[config.mk]
export PLATFORM = sky130hd
export DESIGN_NAME = modpwr_seq
export DESIGN_NICKNAME = d
export VERILOG_FILES = /design/src/rtl/modpwr_pkg.sv /design/src/rtl/modpwr_timer.sv /design/src/rtl/modpwr_fsm.sv /design/src/rtl/modpwr_outreg.sv /design/src/rtl/modpwr_seq.sv
export SDC_FILE = /design/constraint.sdc
export NUM_CORES = 1
export LEC_CHECK = 0
export ABC_CLOCK_PERIOD_IN_PS = 3900
export CORE_UTILIZATION = 60
export DETAILED_ROUTE_END_ITERATION = 7
export DONT_BUFFER_PORTS = 1
export PLACE_DENSITY = 0.76
export SLEW_MARGIN = 20
export SYNTH_ARGS = -nofsm -noshare
export SYNTH_HDL_FRONTEND = slang
export SYNTH_HIERARCHICAL = 1
export SYNTH_SLANG_ARGS = --single-unit
[constraint.sdc]
create_clock -name clk -period 3.9 [get_ports clk]
set_clock_uncertainty 0.15 [all_clocks]
set_input_delay 0.195 -clock clk [delete_from_list [all_inputs] [get_ports clk]]
set_output_delay 0.195 -clock clk [all_outputs]
set_load 0.01 [all_outputs]
[src/rtl/modpwr_pkg.sv]
package modpwr_pkg;

  typedef enum logic [2:0] {
    PS_OFF    = 3'd0,
    PS_BAT    = 3'd1,
    PS_IO     = 3'd2,
    PS_EN     = 3'd3,
    PS_RUN    = 3'd4,
    PS_EN_DN  = 3'd5,
    PS_IO_DN  = 3'd6
  } pstate_t;

  typedef struct packed {
    logic bat;
    logic io;
    logic en;
    logic rls;
    logic rdy;
  } drive_t;

  // Output levels held in each step.
  function automatic drive_t drive_of(pstate_t s);
    drive_t d;
    d = '0;
    case (s)
      PS_BAT:   d.bat = 1'b1;
      PS_IO:    begin d.bat = 1'b1; d.io = 1'b1; end
      PS_EN:    begin d.bat = 1'b1; d.io = 1'b1; d.en = 1'b1; end
      PS_RUN:   begin d.bat = 1'b1; d.io = 1'b1; d.en = 1'b1; d.rls = 1'b1; d.rdy = 1'b1; end
      PS_EN_DN: begin d.bat = 1'b1; d.io = 1'b1; end
      PS_IO_DN: d.bat = 1'b1;
      default:  d = '0;
    endcase
    return d;
  endfunction

  // Crystal settle floor in clock ticks, rounded up.
  function automatic longint unsigned settle_ticks(longint unsigned hz,
                                                   longint unsigned us);
    return (hz * us + 64'd999999) / 64'd1000000;
  endfunction

endpackage

[src/rtl/modpwr_timer.sv]
module modpwr_timer #(
  parameter int unsigned CNT_W = 20
) (
  input  logic             clk,
  input  logic             rst_n,
  input  logic             load,
  input  logic [CNT_W-1:0] load_val,
  output logic             done
);

  logic [CNT_W-1:0] cnt_q;

  always_ff @(posedge clk or negedge rst_n) begin
    if (!rst_n) begin
      cnt_q <= '0;
    end else if (load) begin
      cnt_q <= load_val;
    end else if (cnt_q != '0) begin
      cnt_q <= cnt_q - 1'b1;
    end
  end

  assign done = (cnt_q == '0);

endmodule

[src/rtl/modpwr_fsm.sv]
module modpwr_fsm
  import modpwr_pkg::*;
#(
  parameter int unsigned CNT_W = 20
) (
  input  logic             clk,
  input  logic             rst_n,
  input  logic             up_req,
  input  logic             down_req,
  input  logic             rail_ok,
  input  logic             step_done,
  input  logic [CNT_W-1:0] dly_bat_io,
  input  logic [CNT_W-1:0] dly_io_en,
  input  logic [CNT_W-1:0] dly_settle,
  input  logic [CNT_W-1:0] dly_en_io,
  input  logic [CNT_W-1:0] dly_io_bat,
  output pstate_t          state,
  output pstate_t          state_nxt,
  output logic             load,
  output logic [CNT_W-1:0] load_val
);

  pstate_t state_q;

  always_comb begin
    state_nxt = state_q;
    load      = 1'b0;
    load_val  = '0;
    case (state_q)
      PS_OFF: begin
        if (up_req) begin
          state_nxt = PS_BAT;
          load      = 1'b1;
          load_val  = dly_bat_io;
        end
      end
      PS_BAT: begin
        if (down_req) begin
          state_nxt = PS_OFF;
        end else if (step_done && rail_ok) begin
          state_nxt = PS_IO;
          load      = 1'b1;
          load_val  = dly_io_en;
        end
      end
      PS_IO: begin
        if (down_req) begin
          state_nxt = PS_IO_DN;
          load      = 1'b1;
          load_val  = dly_io_bat;
        end else if (step_done && rail_ok) begin
          state_nxt = PS_EN;
          load      = 1'b1;
          load_val  = dly_settle;
        end
      end
      PS_EN: begin
        if (down_req) begin
          state_nxt = PS_EN_DN;
          load      = 1'b1;
          load_val  = dly_en_io;
        end else if (step_done) begin
          state_nxt = PS_RUN;
        end
      end
      PS_RUN: begin
        if (down_req) begin
          state_nxt = PS_EN_DN;
          load      = 1'b1;
          load_val  = dly_en_io;
        end
      end
      PS_EN_DN: begin
        if (step_done) begin
          state_nxt = PS_IO_DN;
          load      = 1'b1;
          load_val  = dly_io_bat;
        end
      end
      PS_IO_DN: begin
        if (step_done) begin
          state_nxt = PS_OFF;
        end
      end
      default: state_nxt = PS_OFF;
    endcase
  end

  always_ff @(posedge clk or negedge rst_n) begin
    if (!rst_n) begin
      state_q <= PS_OFF;
    end else begin
      state_q <= state_nxt;
    end
  end

  assign state = state_q;

endmodule

[src/rtl/modpwr_outreg.sv]
module modpwr_outreg
  import modpwr_pkg::*;
(
  input  logic    clk,
  input  logic    rst_n,
  input  pstate_t state_nxt,
  output drive_t  drive
);

  drive_t drive_q;

  always_ff @(posedge clk or negedge rst_n) begin
    if (!rst_n) begin
      drive_q <= '0;
    end else begin
      drive_q <= drive_of(state_nxt);
    end
  end

  assign drive = drive_q;

endmodule

[src/rtl/modpwr_seq.sv]
module modpwr_seq
  import modpwr_pkg::*;
#(
  parameter int unsigned CLK_HZ        = 50_000_000,
  parameter int unsigned SETTLE_US     = 5000,
  parameter int unsigned CNT_W         = 20,
  parameter bit          USE_RAIL_GOOD = 1'b1
) (
  input  logic             clk,
  input  logic             rst_n,
  input  logic             up_req_i,
  input  logic             down_req_i,
  input  logic             rail_good_i,
  input  logic [CNT_W-1:0] dly_bat_io_i,
  input  logic [CNT_W-1:0] dly_io_en_i,
  input  logic [CNT_W-1:0] dly_settle_i,
  input  logic [CNT_W-1:0] dly_en_io_i,
  input  logic [CNT_W-1:0] dly_io_bat_i,
  output logic             vbat_en_o,
  output logic             vio_en_o,
  output logic             mod_en_o,
  output logic             mod_rst_n_o,
  output logic             ready_o
);

  localparam logic [CNT_W-1:0] SETTLE_MIN = CNT_W'(settle_ticks(CLK_HZ, SETTLE_US));

  function automatic logic [CNT_W-1:0] floor_settle(input logic [CNT_W-1:0] req);
    return (req < SETTLE_MIN) ? SETTLE_MIN : req;
  endfunction

  // Named internal events, visible to the bound checker.
  logic             step_done;
  logic             rail_ok;
  logic             tmr_load;
  logic [CNT_W-1:0] tmr_val;
  logic [CNT_W-1:0] settle_eff;
  pstate_t          cur_state;
  pstate_t          nxt_state;
  drive_t           drv;

  generate
    if (USE_RAIL_GOOD) begin : g_rail
      assign rail_ok = rail_good_i;
    end else begin : g_norail
      assign rail_ok = 1'b1;
    end
  endgenerate

  assign settle_eff = floor_settle(dly_settle_i);

  modpwr_timer #(.CNT_W(CNT_W)) u_timer (
    .clk      (clk),
    .rst_n    (rst_n),
    .load     (tmr_load),
    .load_val (tmr_val),
    .done     (step_done)
  );

  modpwr_fsm #(.CNT_W(CNT_W)) u_fsm (
    .clk        (clk),
    .rst_n      (rst_n),
    .up_req     (up_req_i),
    .down_req   (down_req_i),
    .rail_ok    (rail_ok),
    .step_done  (step_done),
    .dly_bat_io (dly_bat_io_i),
    .dly_io_en  (dly_io_en_i),
    .dly_settle (settle_eff),
    .dly_en_io  (dly_en_io_i),
    .dly_io_bat (dly_io_bat_i),
    .state      (cur_state),
    .state_nxt  (nxt_state),
    .load       (tmr_load),
    .load_val   (tmr_val)
  );

  modpwr_outreg u_out (
    .clk       (clk),
    .rst_n     (rst_n),
    .state_nxt (nxt_state),
    .drive     (drv)
  );

  assign vbat_en_o   = drv.bat;
  assign vio_en_o    = drv.io;
  assign mod_en_o    = drv.en;
  assign mod_rst_n_o = drv.rls;
  assign ready_o     = drv.rdy;

endmodule

Word level (Yosys, flattened, before mapping)

Index checks and enable logic that the tools add are counted.

Word-level logic and storage cells: 63
Register bits after elaboration: 28
Input bits: 105
Output and inout bits: 5

Add/sub/neg operators: 1
Equality and inequality tests: 12
Order comparisons: 1
Reduce and logical (&&, ||, !) cells: 9
Multiplexer cells: 33

Operators by type and width:

| operator              | number |
|---|---|
| $mux 20               | 10 |
| $pmux 20 s5           | 1 |
| $mux 3                | 10 |
| $pmux 3 s7            | 1 |
| $logic_not 20->1      | 1 |
| $lt 20x18->1 const B  | 1 |
| $reduce_bool 20->1    | 1 |
| $sub 20x1->20 const B | 1 |
| $eq 3x3->1 const B    | 6 |
| $eq 3x2->1 const B    | 4 |
| $mux 1                | 9 |
| $eq 3x1->1 const B    | 2 |
| $reduce_or 6->1       | 1 |
| $pmux 1 s5            | 1 |
| $reduce_or 2->1       | 2 |
| $reduce_or 4->1       | 1 |
| $logic_not 3->1       | 1 |
| $mux 2                | 1 |
| $reduce_bool 2->1     | 1 |
| $logic_and 1x1->1     | 1 |

Depth between registers and ports, before layout

Depth after elaboration: 8
Mapped depth: 15
Depth with buffers taken out: 12

By module

Netlist, hierarchy kept.

Modules (own cells, without submodules):

| module        | cells each | area each (µm²) | instances | seq. area each (µm²) |
|---|---|---|---|---|
| modpwr_timer  | 142        | 1277.5          | 1         | 500.5 |
| modpwr_fsm    | 132        | 1041.0          | 1         | 75.1 |
| modpwr_seq    | 31         | 182.7           | 1         | 0.0 |
| modpwr_outreg | 12         | 158.9           | 1         | 100.1 |

Worst setup path after synthesis

OpenSTA, ideal clock, no wires.

Path kind: reg2reg
From: register u_timer.cnt_q[0]
To: register u_timer.cnt_q[7]
Path buffers: 4
Cell stages (with the launch flop): 15
Data arrival time: 3.303 ns
Path slack: 0.337 ns
Setup time: 0.110 ns
Clock period less this slack: 3.563 ns
Path through: dfrtp_1 > inv_1 > ha_1 > or3b_2 > or4_4 > buf_6 > nor2_2 > clkbuf_1 > inv_1 > a21oi_1 > a221o_1 > clkbuf_1 > clkbuf_1 > a21oi_1 > o41ai_1

Word-level cells in the longest chain between the ends: 6
Elaborated cells between the ends (all ways): 18
Those cells by class: add/sub: 1; mux: 13; reduce/logical: 4

RTL lines:

| what                                         | RTL line                           | source |
|---|---|---|
| from (decl)                                  | modpwr_timer.sv:11                 | `logic [CNT_W-1:0] cnt_q;` |
| from (signal assigned)                       | modpwr_timer.sv:17                 | `cnt_q <= load_val;` |
| from (signal assigned)                       | modpwr_timer.sv:19                 | `cnt_q <= cnt_q - 1'b1;` |
| $logic_not 20->1 (*)                         | modpwr_timer.sv:23                 | `assign done = (cnt_q == '0);` |
| named net step_done                          | modpwr_seq.sv:33                   | `logic step_done;` |
| $logic_and 1x1->1                            | modpwr_fsm.sv:40, modpwr_fsm.sv:51 |  |
| $mux 1                                       | modpwr_fsm.sv:40, modpwr_fsm.sv:51 |  |
| $mux 1, on equally long branches             | modpwr_fsm.sv:47, modpwr_fsm.sv:38 |  |
| $pmux 1 s5 (*)                               | modpwr_fsm.sv:29                   | `case (state_q)` |
| named net tmr_load                           | modpwr_seq.sv:35                   | `logic tmr_load;` |
| $mux 20 or $reduce_bool 2->1 (tied branches) | n/a                                |  |

The timed path passes the listed nets; every way through them passes the cells marked *. The select of a mux whose other input is x is not followed.
A chain may end at the register's enable or synchronous reset.

Final worst setup path

Same ends and word-level chain as after synthesis.

==> flow_summary.yaml <==
route:
  ant_nets: 0
  wl_um: 7530
  firstDrtPassIters: 5
  post_drt_wl_per_cell_um: 21.2
  drtIter0Drc: 248
  vias_per_cell: 7.31
  num_vias: 2602
  drc: 0
power_and_ir_drop:
  p_total_uw: 1480
  power.share.clock_pct: 11.0
  ir_drop_v: 0.000228
  power_frac_comb_pct: 52.2
  power.switching_uw: 685
  seqPwrFrac_pct: 36.8
  pwr_density_cell_nw_per_um2: 544
  power_switching_share_pct: 46.2
  leakagePower_uw: 0.000951
  p_int_uw: 799
global_routing:
  antenna_found_initial: 0
  grt_pass1_vias: 2273
  grt-busiest-layer: "met2"
  met2_usage_pct: 49.1
  grt_pass1_wl_um: 11300
  grtUsageTotal_pct: 32.2
  grt-ovfl-total: 0
  grt_use_met3_pct: 6.09
  grt_max_degree: 28
  grt_use_met1_pct: 45.7
clocking:
  path_clk_slew_ns: 0.09
  clock_sinks: 27
  cts_buffer_depth: 2
  cts_tree: "built"
  insertion_delay_ns: 0.28
  cts_max_level: 1
  numCtsBuffers: 3
  cts-root-buf: "clkbuf_8"
yosys:
  synthFlopType: "dfrtp_1"
  yosys-mux-area-fraction_pct: 0.423
  syn_nets: 424
  yosys.area_share.xor_xnor_pct: 2.30
  synth_edf_count: 0
  yosys.area_share.simple_pct: 25.9
  syn_area_per_cell_um2: 8.39
  synth-compound-area-share_pct: 37.7
  ys_ff_latch: 27
  yosys.area.top_type: "dfrtp_1"
  netlist_instances: 317
  synth_area_um2: 2660
  synth_warnings: 6
  synth_fa_ha_area_share_pct: 0.941
  ys_seq_area_share_pct: 25.4
  ys_types: 60
  synth.area.top_cells: "dfrtp_1 (25%), a22oi_2 (9.4%), a22oi_1 (6.2%), o211ai_1 (5.9%), nand2_1 (5.1%)"
  synth_top_family_by_area: "compound AO/OA/AOI/OAI gates"
  synth_top_cell_area_share_pct: 25.4
  async_reset_ff_share_pct: 100
floorplanning:
  fp.dieArea_um2: 4700
  num_rows: 23
  core_area_um2: 4120
  die_h_um: 68.6
  start_util_pct: 64.6
  die_w_um: 68.6
  boundaryPins: 110
worst_setup_path:
  cp-start-kind: "flip-flop"
  crit_type: "reg2reg"
  worst-r2r-setup-slack_ns: 0.51
  worstRegToRegCells: 13
  arrival_ns: 3.40
  crit_fanout: 22
  required_ns: 3.91
  crit-reg2reg-launch: "u_timer/cnt_q[0]"
  r2r_end: "u_timer/cnt_q[7]"
  worst_setup_path_end_kind: "flip-flop"
worst_hold_path:
  hp-class: "in2reg"
  hold-path-cell-count: 4
  holdPathEnd: "u_timer/cnt_q[5]"
  min_from: "dly_bat_io_i[5]"
placed_design:
  gp_congestion: 0.868
  port_buffers: 0
  dp.final_hpwl_um: 5720
sta:
  slew_headroom_pct: 47.5
  final.period_utilization_pct: 86.8
  drv_slew: 0
  hold_viol: 0
  fmax_mhz: 295
  rsz0062_at_grt: "no"
  fin_tns_setup_ns: 0
  post-route-min-period_ns: 3.39
  setup_viol: 0
  worst_slew_pin_slew_ns: 0.780
cells_and_area:
  syn_to_final_growth_pct: 2.45
  fin_util_pct: 66.2
  layout.nets: 414
  nFillCells: 352
  diodes: 0
  drive_gt1_share_pct: 18.6
status:
  status: "finished, final reports clean"
run:
  drv_cap: 0
-- worst max-delay path, cell delays in order (launching register included) --
cell      delay, ns
dfrtp_1        0.42
inv_1          0.11
ha_1           0.14
or3b_2         0.46
or4_4          0.61
nor2_2         0.26
inv_1          0.12
a21oi_1        0.14
a221o_1        0.18
buf_4          0.26
nand2b_1       0.14
a21oi_1        0.04
a21oi_1        0.15
o41ai_1        0.08
-- flip-flops by register name, summed over array words and instances (netlist names) --
signal         flops
u_timer/cnt_q     20
u_out/drive        4
u_fsm/state        3
-- layout make-up --
class	count	area, um^2	area share (%)
sequential	27	676	24.8
clock buffer	3	41.3	1.52
timing repair buffer	14	120	4.41
multi-input combinational	255	1800	66.0
inverter	6	22.5	0.826
tap	50	62.6	2.30
clock inverter	1	5.00	0.184
-- metrics by stage --
| stage | cells | setup slack (ns) | hold WS (ns) | area [um^2] |
|---|---|---|---|---|
| 2_1_floorplan | 317 | 0.337 | -0.251 | 2660 |
| 3_3_place_gp | 350 | 0.641 | -0.250 | 2650 |
| 3_5_place_dp | 350 | 0.574 | -0.250 | 2650 |
| 4_1_cts | 356 | 0.547 | 0.0175 | 2730 |
| 5_1_grt | 356 | 0.334 | 0.0397 | 2730 |
| 6_report | 356 | 0.513 | 0.0236 | 2730 |
-- synth_stat cells, drive strengths merged (3+ instances only) --
library cell	n
and3	12
xor2	5
o31ai	7
nand3b	4
nand2	36
nor4	5
nor3b	3
o211ai	21
or3	3
or2	7
nand3	5
o21ai	13
a21oi	11
nor2	11
clkbuf	13
nand4	3
dfrtp	27
inv	6
a31oi	5
o41ai	6
a2bb2oi	4
a22oi	42
nor2b	5
nor3	11
or4	7
buf	16
nand2b	4
-- worst max path at each step --
stage                                start          endpoint  slack [ns]  cells after the start
after floorplan           u_timer/cnt_q[0]  u_timer/cnt_q[7]        0.34                     14
after global placement    u_timer/cnt_q[0]  u_timer/cnt_q[7]        0.64                     13
final                     u_timer/cnt_q[0]  u_timer/cnt_q[7]        0.51                     13
after CTS                 u_timer/cnt_q[0]  u_timer/cnt_q[9]        0.55                     13
after detailed placement  u_timer/cnt_q[0]  u_timer/cnt_q[9]        0.57                     13
after global routing      u_timer/cnt_q[0]  u_timer/cnt_q[4]        0.33                     12
-- cells by family after synthesis --
group,Yosys count
muxes,1
and+or+nand+nor,121
adders and majority gates,2
buffers and inverters,35
DFF,27
AOI/OAI and AO/OA,124
xor gates and xnor gates,7
-- metal layers --
layer  share of wire, %  wire, um  up-vias
met5                  0         0        -
met3                8.1       614        8
met2                 47      3510      142
li1                   -         -     1215
met4                1.2        91        0
met1                 44      3320     1237
-- cells in the final DEF (no fill, tap or decap), types with 7 or more instances in the layout --
| cell type | count |
|---|---|
| a21oi_1 | 11 |
| a22oi_1 | 22 |
| a22oi_2 | 20 |
| and3_1 | 11 |
| buf_4 | 12 |
| dfrtp_1 | 27 |
| nand2_1 | 36 |
| nor2_1 | 10 |
| nor3_1 | 11 |
| o211ai_1 | 21 |
| o21ai_0 | 11 |
| or2_2 | 7 |
-- power groups by stage --
stage                     registers, uW  clock network (uW)  logic, uW
after floorplan                     491                   0        631
after global placement              539                   0        732
after detailed placement            545                   0        746
after CTS                           539                 165        757
after global routing                562                 177        850
final                               546                 163        774
-- timing repair --
item | in CTS | in global routing
endpoints found under the hold margin | 27 | 0
hold buffers | 2 | 0
resized for setup | 0 | 0
setup buffers | 0 | 0
Note: power is estimated with default switching activity, not from simulation.
